--- config.mk ---
export PLATFORM = sky130hd
export DESIGN_NAME = cfg_i2c_slave
export DESIGN_NICKNAME = d
export VERILOG_FILES = /design/src/rtl/cfg_i2c_pkg.sv /design/src/rtl/i2c_line_sync.sv /design/src/rtl/cfg_lockout.sv /design/src/rtl/cfg_regfile.sv /design/src/rtl/cfg_i2c_slave.sv
export SDC_FILE = /design/constraint.sdc
export NUM_CORES = 1
export LEC_CHECK = 0
export ABC_CLOCK_PERIOD_IN_PS = 2200
export BUFFER_PORTS_ARGS = -buffer_cell sky130_fd_sc_hd__buf_4
export CORE_MARGIN = 2
export CORE_UTILIZATION = 23
export CTS_CLUSTER_SIZE = 14
export DETAILED_ROUTE_END_ITERATION = 7
export HOLD_SLACK_MARGIN = 0.05
export MAX_ROUTING_LAYER = met4
export SYNTH_ARGS = -nofsm -noshare
export SYNTH_HDL_FRONTEND = slang
export SYNTH_SLANG_ARGS = --single-unit
--- constraint.sdc ---
create_clock -name clk -period 2.2 [get_ports clk]
set_clock_uncertainty 0.05 [all_clocks]
set_input_delay 0.44 -clock clk [delete_from_list [all_inputs] [get_ports clk]]
set_output_delay 0.44 -clock clk [all_outputs]
set_load 0.03 [all_outputs]
--- src/rtl/cfg_i2c_pkg.sv ---
package cfg_i2c_pkg;

    typedef enum logic [3:0] {
        ST_IDLE,
        ST_ADDR,
        ST_ADDR_ACK,
        ST_PTR,
        ST_PTR_ACK,
        ST_WDATA,
        ST_WDATA_ACK,
        ST_RDATA,
        ST_RACK,
        ST_WAIT
    } slv_state_e;

    // value in register 0 that hands the outputs to the register file
    localparam logic [7:0] OVERRIDE_KEY = 8'h01;

    function automatic logic [6:0] sel_to_addr(input logic [1:0] sel);
        logic [6:0] a;
        case (sel)
            2'b00:   a = 7'h6A;
            2'b01:   a = 7'h6B;
            2'b10:   a = 7'h6E;
            default: a = 7'h69;
        endcase
        return a;
    endfunction

endpackage

--- src/rtl/i2c_line_sync.sv ---
module i2c_line_sync #(
    parameter int STAGES = 2
) (
    input  logic clk,
    input  logic rst_n,
    input  logic scl_i,
    input  logic sda_i,
    output logic scl_o,
    output logic sda_o,
    output logic scl_rise_o,
    output logic scl_fall_o,
    output logic start_o,
    output logic stop_o
);

    logic [STAGES-1:0] scl_pipe;
    logic [STAGES-1:0] sda_pipe;
    logic              scl_d;
    logic              sda_d;

    // idle bus is high on both lines
    always_ff @(posedge clk or negedge rst_n) begin
        if (!rst_n) begin
            scl_pipe <= '1;
            sda_pipe <= '1;
            scl_d    <= 1'b1;
            sda_d    <= 1'b1;
        end else begin
            scl_pipe <= {scl_pipe[STAGES-2:0], scl_i};
            sda_pipe <= {sda_pipe[STAGES-2:0], sda_i};
            scl_d    <= scl_pipe[STAGES-1];
            sda_d    <= sda_pipe[STAGES-1];
        end
    end

    assign scl_o      = scl_pipe[STAGES-1];
    assign sda_o      = sda_pipe[STAGES-1];
    assign scl_rise_o = scl_o & ~scl_d;
    assign scl_fall_o = ~scl_o & scl_d;
    // data edges with the clock high on both samples
    assign start_o    = scl_o & scl_d & sda_d & ~sda_o;
    assign stop_o     = scl_o & scl_d & ~sda_d & sda_o;

endmodule

--- src/rtl/cfg_lockout.sv ---
module cfg_lockout #(
    parameter int CYCLES = 500000
) (
    input  logic clk,
    input  logic rst_n,
    output logic busy_o
);

    localparam int CNT_W = $clog2(CYCLES + 1);
    localparam logic [CNT_W-1:0] LAST = CNT_W'(CYCLES);

    logic [CNT_W-1:0] cnt;

    always_ff @(posedge clk or negedge rst_n) begin
        if (!rst_n) begin
            cnt <= '0;
        end else if (cnt != LAST) begin
            cnt <= cnt + 1'b1;
        end
    end

    assign busy_o = (cnt != LAST);

endmodule

--- src/rtl/cfg_regfile.sv ---
module cfg_regfile
    import cfg_i2c_pkg::*;
#(
    parameter int NUM_REGS = 4,
    localparam int CFG_W = (NUM_REGS - 1) * 8
) (
    input  logic             clk,
    input  logic             rst_n,
    input  logic             wr_en_i,
    input  logic [7:0]       wr_addr_i,
    input  logic [7:0]       wr_data_i,
    input  logic [7:0]       rd_addr_i,
    output logic [7:0]       rd_data_o,
    input  logic [CFG_W-1:0] strap_i,
    output logic [CFG_W-1:0] cfg_o,
    output logic             override_o
);

    logic [7:0]       regs [NUM_REGS];
    logic [CFG_W-1:0] reg_flat;

    for (genvar g = 0; g < NUM_REGS; g++) begin : g_reg
        always_ff @(posedge clk or negedge rst_n) begin
            if (!rst_n) begin
                regs[g] <= 8'h00;
            end else if (wr_en_i && (wr_addr_i == 8'(g))) begin
                regs[g] <= wr_data_i;
            end
        end
    end

    for (genvar g = 1; g < NUM_REGS; g++) begin : g_flat
        assign reg_flat[(g-1)*8 +: 8] = regs[g];
    end

    // pointer beyond the file returns zero
    always_comb begin
        rd_data_o = 8'h00;
        for (int i = 0; i < NUM_REGS; i++) begin
            if (rd_addr_i == 8'(i)) begin
                rd_data_o = regs[i];
            end
        end
    end

    assign override_o = (regs[0] == OVERRIDE_KEY);
    assign cfg_o      = override_o ? reg_flat : strap_i;

endmodule

--- src/rtl/cfg_i2c_slave.sv ---
module cfg_i2c_slave
    import cfg_i2c_pkg::*;
#(
    parameter int NUM_REGS       = 4,
    parameter int LOCKOUT_CYCLES = 500000,
    parameter int SYNC_STAGES    = 2,
    localparam int CFG_W = (NUM_REGS - 1) * 8
) (
    input  logic             clk,
    input  logic             rst_n,
    input  logic [1:0]       addr_sel_i,
    input  logic             scl_i,
    input  logic             sda_i,
    output logic             sda_oe_o,
    input  logic [CFG_W-1:0] strap_i,
    output logic [CFG_W-1:0] cfg_o
);

    slv_state_e state, state_nx;

    logic       scl_s, sda_s, scl_rise, scl_fall, bus_start, bus_stop;
    logic       lock_busy;
    logic [1:0] sel_q;
    logic       sel_taken;
    logic [6:0] my_addr;
    logic [3:0] bit_cnt;
    logic [7:0] shift;
    logic [7:0] tx;
    logic [7:0] ptr;
    logic       rw;
    logic       oe;
    logic       mst_nack;
    logic       byte_done;
    logic       addr_hit;
    logic       wr_en;
    logic [7:0] rd_data;
    logic       override;

    i2c_line_sync #(.STAGES(SYNC_STAGES)) sync_i (
        .clk        (clk),
        .rst_n      (rst_n),
        .scl_i      (scl_i),
        .sda_i      (sda_i),
        .scl_o      (scl_s),
        .sda_o      (sda_s),
        .scl_rise_o (scl_rise),
        .scl_fall_o (scl_fall),
        .start_o    (bus_start),
        .stop_o     (bus_stop)
    );

    cfg_lockout #(.CYCLES(LOCKOUT_CYCLES)) lock_i (
        .clk    (clk),
        .rst_n  (rst_n),
        .busy_o (lock_busy)
    );

    cfg_regfile #(.NUM_REGS(NUM_REGS)) regs_i (
        .clk        (clk),
        .rst_n      (rst_n),
        .wr_en_i    (wr_en),
        .wr_addr_i  (ptr),
        .wr_data_i  (shift),
        .rd_addr_i  (ptr),
        .rd_data_o  (rd_data),
        .strap_i    (strap_i),
        .cfg_o      (cfg_o),
        .override_o (override)
    );

    // address select taken once, on the first clock after reset
    always_ff @(posedge clk or negedge rst_n) begin
        if (!rst_n) begin
            sel_q     <= 2'b00;
            sel_taken <= 1'b0;
        end else if (!sel_taken) begin
            sel_q     <= addr_sel_i;
            sel_taken <= 1'b1;
        end
    end

    assign my_addr   = sel_to_addr(sel_q);
    assign byte_done = (bit_cnt == 4'd8);
    assign addr_hit  = (shift[7:1] == my_addr);
    assign wr_en     = scl_fall && byte_done && (state == ST_WDATA)
                       && !bus_start && !bus_stop;

    // next-state logic
    always_comb begin
        state_nx = state;
        if (bus_stop) begin
            state_nx = ST_IDLE;
        end else if (bus_start) begin
            state_nx = lock_busy ? ST_IDLE : ST_ADDR;
        end else if (scl_fall) begin
            unique case (state)
                ST_IDLE:      state_nx = ST_IDLE;
                ST_ADDR:      if (byte_done) state_nx = addr_hit ? ST_ADDR_ACK : ST_WAIT;
                ST_ADDR_ACK:  state_nx = rw ? ST_RDATA : ST_PTR;
                ST_PTR:       if (byte_done) state_nx = ST_PTR_ACK;
                ST_PTR_ACK:   state_nx = ST_WDATA;
                ST_WDATA:     if (byte_done) state_nx = ST_WDATA_ACK;
                ST_WDATA_ACK: state_nx = ST_WDATA;
                ST_RDATA:     if (byte_done) state_nx = ST_RACK;
                ST_RACK:      state_nx = mst_nack ? ST_WAIT : ST_RDATA;
                ST_WAIT:      state_nx = ST_WAIT;
                default:      state_nx = ST_IDLE;
            endcase
        end
    end

    // state register
    always_ff @(posedge clk or negedge rst_n) begin
        if (!rst_n) begin
            state <= ST_IDLE;
        end else begin
            state <= state_nx;
        end
    end

    // datapath and line driver
    always_ff @(posedge clk or negedge rst_n) begin
        if (!rst_n) begin
            bit_cnt  <= 4'd0;
            shift    <= 8'h00;
            tx       <= 8'h00;
            ptr      <= 8'h00;
            rw       <= 1'b0;
            oe       <= 1'b0;
            mst_nack <= 1'b0;
        end else if (bus_start || bus_stop) begin
            bit_cnt <= 4'd0;
            oe      <= 1'b0;
        end else begin
            if (scl_rise) begin
                if (state inside {ST_ADDR, ST_PTR, ST_WDATA, ST_RDATA}) begin
                    bit_cnt <= bit_cnt + 4'd1;
                end
                if (state inside {ST_ADDR, ST_PTR, ST_WDATA}) begin
                    shift <= {shift[6:0], sda_s};
                end
                if (state == ST_RACK) begin
                    mst_nack <= sda_s;
                end
            end
            if (scl_fall) begin
                case (state)
                    ST_ADDR: begin
                        if (byte_done) begin
                            bit_cnt <= 4'd0;
                            oe      <= addr_hit;
                            rw      <= shift[0];
                        end
                    end
                    ST_ADDR_ACK, ST_RACK: begin
                        if ((state == ST_ADDR_ACK && rw) ||
                            (state == ST_RACK && !mst_nack)) begin
                            tx      <= rd_data;
                            oe      <= ~rd_data[7];
                            bit_cnt <= 4'd0;
                        end else begin
                            oe <= 1'b0;
                        end
                    end
                    ST_PTR: begin
                        if (byte_done) begin
                            ptr     <= shift;
                            oe      <= 1'b1;
                            bit_cnt <= 4'd0;
                        end
                    end
                    ST_WDATA: begin
                        if (byte_done) begin
                            ptr     <= ptr + 8'd1;
                            oe      <= 1'b1;
                            bit_cnt <= 4'd0;
                        end
                    end
                    ST_RDATA: begin
                        if (byte_done) begin
                            oe  <= 1'b0;
                            ptr <= ptr + 8'd1;
                        end else begin
                            tx <= {tx[6:0], 1'b0};
                            oe <= ~tx[6];
                        end
                    end
                    default: oe <= 1'b0;
                endcase
            end
        end
    end

    assign sda_oe_o = oe;

endmodule

==> results.json, run 1 <==
{
  "yosys-top-cells-area": "dfrtp_1, mux2_2, dfstp_2",
  "top_level_ports": 55,
  "dp.cells": 795,
  "hold-path-cell-count": 1,
  "power.density_nw_per_um2": 763.5,
  "antenna_found_initial": 0,
  "grt_overflow": 0,
  "first_iter_violations": 153,
  "violations": "negative setup slack",
  "finalSetupViolations": 24,
  "syn_avg_cell_area_sq_um": 10.82,
  "nNetsFinal": 575,
  "clk_latency_ns": 0.34,
  "synthArstFlopShare_pct": 100.0,
  "max_freq_mhz": 434.6,
  "die_x_um": 151.3,
  "synthesis.area_sq_um": 4989,
  "routabilityCongestion": 0.8529,
  "hold_end": "sync_i.sda_pipe[0]",
  "track_usage_pct": 11.17,
  "synth_common_cells": "dfrtp_1, mux2_2, nand2_1, nor2_1, a21oi_1",
  "ant_nets": 0,
  "nFillCells": 2145,
  "p_leak_nw": 2.864,
  "cts_buffers": 9,
  "slowest_stage": "dfrtp_1",
  "use_met3_pct": 1.807,
  "grt_pass1_wl_mm": 19.77,
  "power_mw": 4.839,
  "clk_pin_slew_ns": 0.07,
  "use_met1_pct": 14.58,
  "cts_buffer_depth": 2,
  "vias_per_cell": 4.596,
  "cts_tree": "built",
  "worstHoldStart": "sda_i",
  "cts.htree.levels": 3,
  "grt_max_degree": 45,
  "core-area_sq_um": 21150,
  "clock-sinks": 94,
  "yosys.area.top_type_share_pct": 44.14,
  "worst-setup-path-type": "flop to primary output",
  "fin_crit_sh_pct": 104.6,
  "layout-drive-gt1-share_pct": 35.79,
  "syn-num-nets": 499,
  "layoutNonFillerInstCount": 817,
  "dpl.hpwl_mm": 8.443,
  "io_buffer_count": 54,
  "reg2reg_to": "tx[4]",
  "vias": 3755,
  "ys.flop_type": "dfrtp_1",
  "cp_num_buf_inv": 2,
  "synth_cell_types": 63,
  "start_util_pct": 23.58,
  "yosysMostFrequentCell": "dfrtp_1",
  "worstPathCellList": "nor4_2 -> nand2_2 -> buf_12 -> mux2_2 -> buf_6",
  "synth_cells": 461,
  "drv_cap": 0,
  "synth_edf_count": 0,
  "setup_ws_ns": -0.1012,
  "tns_ns": -2.042,
  "startpoint": "regs_i.regs[29]",
  "fp-row-count": 53,
  "yosysSeqAreaShare_pct": 47.30,
  "grt_pass1_vias": 3882,
  "critPathRequiredTime_ns": 1.71,
  "ys_warn_count": 0,
  "synth_seq_cells": 94,
  "crit_path_max_incr_delay_ns": 0.40,
  "maxSlewViolCount": 0,
  "fin_crit_ns": 2.301,
  "cp-end-kind": "primary output",
  "ff2ff_setup_slack_ns": 0.11,
  "max_slew_margin_pct": 57.52,
  "syn2layout_area_growth_pct": 27.06,
  "die_area_sq_um": 22880,
  "wire_per_inst_um": 14.33,
  "die_h_um": 151.3,
  "firstDrtPassIters": 4,
  "reg2reg_from": "state[3]",
  "finalHoldViolCount": 0,
  "hold_class": "input port to flop",
  "status": "finished with violations",
  "diodes": 0,
  "worst_slew_pin_slew_ns": 0.6372,
  "reg2regPathDepth": 5,
  "ir_drop_mv": 0.5560,
  "use_met2_pct": 17.67,
  "critPathTopFamily": "simple AND/OR/NAND/NOR gates",
  "critPathMaxFanout": 22,
  "drc_errors": 0,
  "busiest_layer": "met2",
  "synth_top_cell_by_area": "dfrtp_1",
  "rsz0062_at_grt": "yes",
  "cts_root_buffer": "clkbuf_16",
  "cp-start-kind": "flop",
  "cp.arrival_ns": 1.81,
  "wl_mm": 11.71
}
cells by family after synthesis:
group | Yosys count | synth area share [%]
buffers and inverters | 36 | 2.960
xor gates and xnor gates | 21 | 3.687
muxes | 73 | 16.55
DFF | 94 | 47.30
adders and majority gates | 8 | 2.007
AOI/OAI and AO/OA | 88 | 11.91
and+or+nand+nor | 140 | 15.50
other | 1 | 0.07517
cell type report:
type | count | area (sq um) | share of cell area, %
inverter | 14 | 52.55 | 0.8291
clock buffer | 11 | 242.7 | 3.829
sequential | 94 | 2360 | 37.23
timing repair buffer | 87 | 774.5 | 12.22
clock inverter | 5 | 41.29 | 0.6514
multi-input combinational | 331 | 2524 | 39.81
tap | 275 | 344.1 | 5.428
routing by layer:
layer,share of wire [%],wire (um),up-vias
li1,-,-,1818
met2,48,5646,57
met1,47,5500,1867
met4,1.6,185,0
met3,3.2,377,13
met5,0,0,-
through the flow:
stage,setup WS (ns),utilization (%),hold slack [ns],instance area (sq um)
global route,-0.1739,29.96,0.1474,6339
finish,-0.1012,29.96,0.1564,6339
floorplan,0.1655,-,0.09441,4989
detailed placement,0.07629,27.75,0.2968,5871
global placement,0.1025,27.75,0.2963,5871
CTS,-0.08285,29.70,0.1454,6284
repair_timing:
action                                 in CTS  in global routing
endpoints found under the hold margin      20                  0
setup buffers                               4                  1
pin swaps                                   1                  2
setup endpoints to repair                  24                 28
gates resized for setup                    23                 10
hold buffers                                1                  0
where the power goes:
part / internal (mW) / leakage, nW / switching, mW
clock network: 0.812 / 0.138 / 0.685
registers: 1.87 / 1.26 / 0.287
logic: 0.548 / 1.47 / 0.634
layout by cell type (no fill, tap or decap), drive strengths merged, types with 2 or more instances in the layout:
master   netlist  routed
ha             8       8
nor4           2       2
a2111oi        2       2
mux2i          3       3
nor2          28      28
o21ai         16      16
mux2          70      70
dfrtp         88      88
buf            9      86
xor2           8       8
and3b          3       3
nand3b         3       3
a31oi          5       5
nor4b          3       3
o31ai          8       8
nand4          5       5
inv           14      17
nand2b         5       5
or3            2       2
and3           9       9
and2           2       2
nor2b         12      12
dfstp          6       6
a21oi         23      23
a22o           4       4
xnor2         13      13
o22ai          5       5
a221oi         9       9
nor3           4       4
nand2         38      38
o2bb2ai        4       4
a311oi         2       2
clkbuf        13      11
nand4b         2       2
nand3         16      16
registers in the layout, indices dropped and copies added (netlist names):
signal,cells
ptr,8
mst_nack,1
rw,1
state,4
bit_cnt,4
sync_i.sda_d,1
tx,7
sync_i.scl_pipe,2
sync_i.sda_pipe,2
lock_i.cnt,19
sync_i.scl_d,1
sda_oe_o,1
sel_taken,1
regs_i.regs,8
sel_q,2
shift,8
regs_i.reg_flat,24
worst max path at each step:
stage	to	slack, ns	depth (start not counted)
floorplan	regs_i.reg_flat[23]	0.17	8
global placement	state[0]	0.10	6
detailed placement	state[0]	0.08	6
CTS	cfg_o[7]	-0.08	5
global route	cfg_o[15]	-0.17	5
finish	cfg_o[15]	-0.10	5
Power figures use the tool's default switching activity.
==> inputs of run 2 (changes only) <==
Settings changed: SKIP_CTS_REPAIR_TIMING from default to 1.
==> results.json, run 2 (synthesis results as in run 1) <==
{
  "status": "finished with violations",
  "violations": "negative setup slack",
  "grt_pass1_wl_mm": 19.70,
  "startpoint": "regs_i.regs[28]",
  "clk_pin_slew_ns": 0.07,
  "max_slew_margin_pct": 61.08,
  "cts.htree.levels": 3,
  "power_mw": 4.834,
  "cts_root_buffer": "clkbuf_16",
  "grt_pass1_vias": 3837,
  "diodes": 0,
  "cp-end-kind": "primary output",
  "worstPathCellList": "nor4_1 -> nand2_1 -> buf_12 -> mux2_2 -> buf_6",
  "finalHoldViolCount": 0,
  "fin_crit_sh_pct": 104.4,
  "cp-start-kind": "flop",
  "grt_overflow": 0,
  "p_leak_nw": 2.833,
  "cts_buffer_depth": 2,
  "multiInputGateArea_sq_um": 2494,
  "maxSlewViolCount": 0,
  "nNetsFinal": 572,
  "largest_register_ff_count": 24,
  "power.density_nw_per_um2": 770.4,
  "setup_ws_ns": -0.09676,
  "track_usage_pct": 11.13,
  "seqCellArea_sq_um": 2360,
  "hold_class": "input port to flop",
  "worst-setup-path-type": "flop to primary output",
  "place_area_sq_um": 5871,
  "die_area_sq_um": 22880,
  "fp-row-count": 53,
  "core-area_sq_um": 21150,
  "slowest_stage": "dfrtp_1",
  "die_x_um": 151.3,
  "antenna_found_initial": 0,
  "cts_tree": "built",
  "top_level_ports": 55,
  "die_h_um": 151.3,
  "first_iter_violations": 138,
  "cts_buffers": 9,
  "grt_max_degree": 45,
  "vias_per_cell": 4.590,
  "final_cell_area_sq_um": 6275,
  "final_cell_mix": "dfrtp_1, mux2_2, buf_4",
  "dpl.hpwl_mm": 8.443,
  "worst_slew_pin_slew_ns": 0.5838,
  "finalSetupViolations": 24,
  "cp.arrival_ns": 1.81,
  "routabilityCongestion": 0.8529,
  "vias": 3736,
  "nFillCells": 2157,
  "ant_nets": 0,
  "firstDrtPassIters": 5,
  "wire_per_inst_um": 14.20,
  "ir_drop_mv": 0.5525,
  "drc_errors": 0,
  "fin_crit_ns": 2.297,
  "start_util_pct": 23.58,
  "reg2reg_from": "ptr[1]",
  "critPathRequiredTime_ns": 1.71,
  "layout-drive-gt1-share_pct": 34.69,
  "rsz0062_at_grt": "yes",
  "crit_path_max_incr_delay_ns": 0.41,
  "worstHoldStart": "sda_i",
  "drv_cap": 0,
  "wl_mm": 11.56,
  "io_buffer_count": 54,
  "critPathTopFamily": "simple AND/OR/NAND/NOR gates",
  "syn2layout_area_growth_pct": 25.78,
  "clock-sinks": 94,
  "max_freq_mhz": 435.4,
  "critPathMaxFanout": 22,
  "clk_latency_ns": 0.34,
  "layout_commonest_cell": "dfrtp_1",
  "cp_num_buf_inv": 2
}
-- run 2: cell count changes in the layout (fill, tap and decap cells not counted) --
| cell | delta |
|---|---|
| buf_6 | -3 |
| nor4b_2 | +1 |
| a221oi_1 | +2 |
| nor4_2 | -1 |
| nor4b_4 | -1 |
| nor4_1 | +1 |
| a221oi_2 | -2 |
| nand2_2 | -1 |
| nand2_1 | +1 |
-- run 2: path summary, 6_finish.rpt --
path | slack, ns | depth (start not counted) | endpoint
min reg2reg | 0.31 | 0 | sync_i.scl_pipe[1]
min in group asynchronous | 0.52 | 2 | lock_i.cnt[7]
max reg2reg | 0.10 | 8 | tx[5]
max | -0.1 | 5 | cfg_o[15]
max in group asynchronous | 1.01 | 3 | sel_q[0]
min | 0.16 | 1 | sync_i.sda_pipe[0]
-- run 2: area by class of cell --
type | count | area share (%)
Timing Repair Buffer | 84 | 11.80
Sequential cell | 94 | 37.61
Tap cell | 275 | 5.484
Clock buffer | 11 | 3.868
Clock inverter | 5 | 0.6580
Inverter | 14 | 0.8375
Multi-Input combinational cell | 331 | 39.74
-- run 2: power by group --
| group | total (mW) | internal (mW) | switching, mW |
|---|---|---|---|
| registers | 2.16 | 1.87 | 0.284 |
| clock network | 1.50 | 0.812 | 0.683 |
| logic | 1.18 | 0.547 | 0.636 |
-- run 2: routing by layer --
metal | wire, um | track usage (%) | vias up
met5 | 0 | - | -
met4 | 164 | 3.598 | 0
met1 | 5482 | 14.45 | 1865
met3 | 335 | 1.928 | 12
met2 | 5572 | 17.69 | 49
li1 | - | - | 1810
-- run 2: through the flow --
step	utilization (%)	hold WS [ns]	instances	setup slack (ns)	TNS, ns
after global placement	27.75	0.2963	795	0.1025	0
after CTS	29.09	-0.02575	811	-0.2432	-5.414
final	29.66	0.1564	814	-0.09676	-1.999
after global routing	29.66	0.1474	814	-0.2233	-5.241
after floorplan	-	0.09441	461	0.1655	0
after detailed placement	27.75	0.2968	795	0.07629	0
==> inputs of run 3 (changes only) <==
Settings changed: PLACE_DENSITY_LB_ADDON from default to 0.15, TNS_END_PERCENT from default to 20.
==> results.json, run 3 (synthesis results as in run 1) <==
{
  "wl_mm": 13.64,
  "fp-row-count": 53,
  "die_h_um": 151.3,
  "worstHoldStart": "scl_i",
  "grt_pass1_wl_mm": 22.17,
  "p_leak_nw": 2.879,
  "diodes": 0,
  "clk_latency_ns": 0.35,
  "worst-setup-path-type": "flop to primary output",
  "clock-sinks": 94,
  "critPathRequiredTime_ns": 1.71,
  "final_cell_mix": "dfrtp_1, mux2_2, buf_4",
  "place_area_sq_um": 5938,
  "dpl.hpwl_mm": 9.988,
  "start_util_pct": 23.58,
  "die_area_sq_um": 22880,
  "antenna_found_initial": 0,
  "violations": "negative setup slack",
  "finalHoldViolCount": 0,
  "ff2ff_setup_slack_ns": 0.18,
  "layout_commonest_cell": "dfrtp_1",
  "vias_per_cell": 4.631,
  "largest_register_ff_count": 24,
  "worst_slew_pin_slew_ns": 0.5235,
  "rsz0062_at_grt": "yes",
  "wire_per_inst_um": 16.60,
  "top_level_ports": 55,
  "vias": 3807,
  "syn2layout_area_growth_pct": 27.51,
  "nNetsFinal": 580,
  "grt_overflow": 0,
  "routabilityCongestion": 0.8249,
  "ir_drop_mv": 0.3512,
  "grt_pass1_vias": 3847,
  "cts.htree.levels": 3,
  "cp.arrival_ns": 1.78,
  "final_cell_area_sq_um": 6361,
  "drc_errors": 0,
  "cts_buffers": 9,
  "crit_path_max_incr_delay_ns": 0.40,
  "status": "finished with violations",
  "critPathMaxFanout": 24,
  "cts_tree": "built",
  "reg2reg_to": "tx[4]",
  "maxSlewViolCount": 0,
  "fin_crit_ns": 2.272,
  "hold-path-cell-count": 1,
  "core-area_sq_um": 21150,
  "cp-start-kind": "flop",
  "hold_end": "sync_i.scl_pipe[0]",
  "hold_class": "input port to flop",
  "setup_ws_ns": -0.07237,
  "reg2regPathDepth": 7,
  "grt_max_degree": 36,
  "cts_buffer_depth": 2,
  "cp-end-kind": "primary output",
  "ant_nets": 0,
  "cts_root_buffer": "clkbuf_16",
  "io_buffer_count": 54,
  "first_iter_violations": 272,
  "reg2reg_from": "ptr[0]",
  "drv_cap": 0,
  "max_freq_mhz": 440.1,
  "max_slew_margin_pct": 65.10,
  "post-place-ws_ns": -0.02682,
  "clk_pin_slew_ns": 0.07,
  "layout-drive-gt1-share_pct": 36.20,
  "track_usage_pct": 12.99,
  "power.density_nw_per_um2": 778.6,
  "worstPathCellList": "nor4b_2 -> nand2_1 -> buf_12 -> mux2_2 -> buf_6",
  "fin_crit_sh_pct": 103.3,
  "die_x_um": 151.3,
  "firstDrtPassIters": 4,
  "slowest_stage": "dfrtp_1",
  "finalSetupViolations": 24
}
==> run 3: how the worst max path moves through the flow <==
| stage | from | endpoint | slack, ns |
|---|---|---|---|
| 2_1_floorplan | bit_cnt[0] | regs_i.reg_flat[23] | 0.17 |
| 3_3_place_gp | ptr[0] | sda_oe_o | 0.03 |
| 3_5_place_dp | ptr[0] | sda_oe_o | -0.03 |
| 4_1_cts | regs_i.regs[25] | cfg_o[20] | -0.17 |
| 6_report | regs_i.regs[25] | cfg_o[20] | -0.07 |
| 5_1_grt | regs_i.regs[25] | cfg_o[20] | -0.19 |
==> run 3: stage by stage <==
stage | instances | hold slack, ns | util (%) | power (mW) | setup TNS (ns)
after global routing | 822 | 0.1209 | 30.07 | 5.262 | -4.331
after CTS | 820 | -0.04119 | 29.44 | 5.018 | -3.998
after detailed placement | 804 | 0.2992 | 28.07 | 3.422 | -0.02682
final | 822 | 0.1427 | 30.07 | 4.953 | -1.563
after floorplan | 461 | 0.09441 | - | 2.827 | 0
after global placement | 804 | 0.2958 | 28.07 | 3.430 | 0
==> run 3: report_power, final <==
group / switching [mW] / internal [mW]
sequential: 0.212 / 1.87
combinational: 0.748 / 0.567
clock: 0.759 / 0.794
==> run 3: per-layer routing <==
| layer | vias up | track usage (%) | share of wire, % |
|---|---|---|---|
| li1 | 1830 | - | - |
| met4 | 0 | 2.897 | 1.0 |
| met5 | - | - | 0 |
| met3 | 10 | 2.590 | 4.6 |
| met1 | 1872 | 18.78 | 50 |
| met2 | 95 | 18.69 | 44 |
==> run 3: final cells by class <==
type	count	area, sq um
clock inverter	7	63.81
fill	2201	14790
timing repair buffer	92	808.3
sequential	94	2360
tap	275	344.1
clock buffer	9	225.2
multi-input combinational	331	2507
inverter	14	52.55
==> run 3: worst max-delay path, delay by kind of cell, from the launching register on <==
family        cells  cell delay [ns]
mux               1             0.29
buf+inv           2             0.32
simple gates      2             0.41
flops             1             0.40
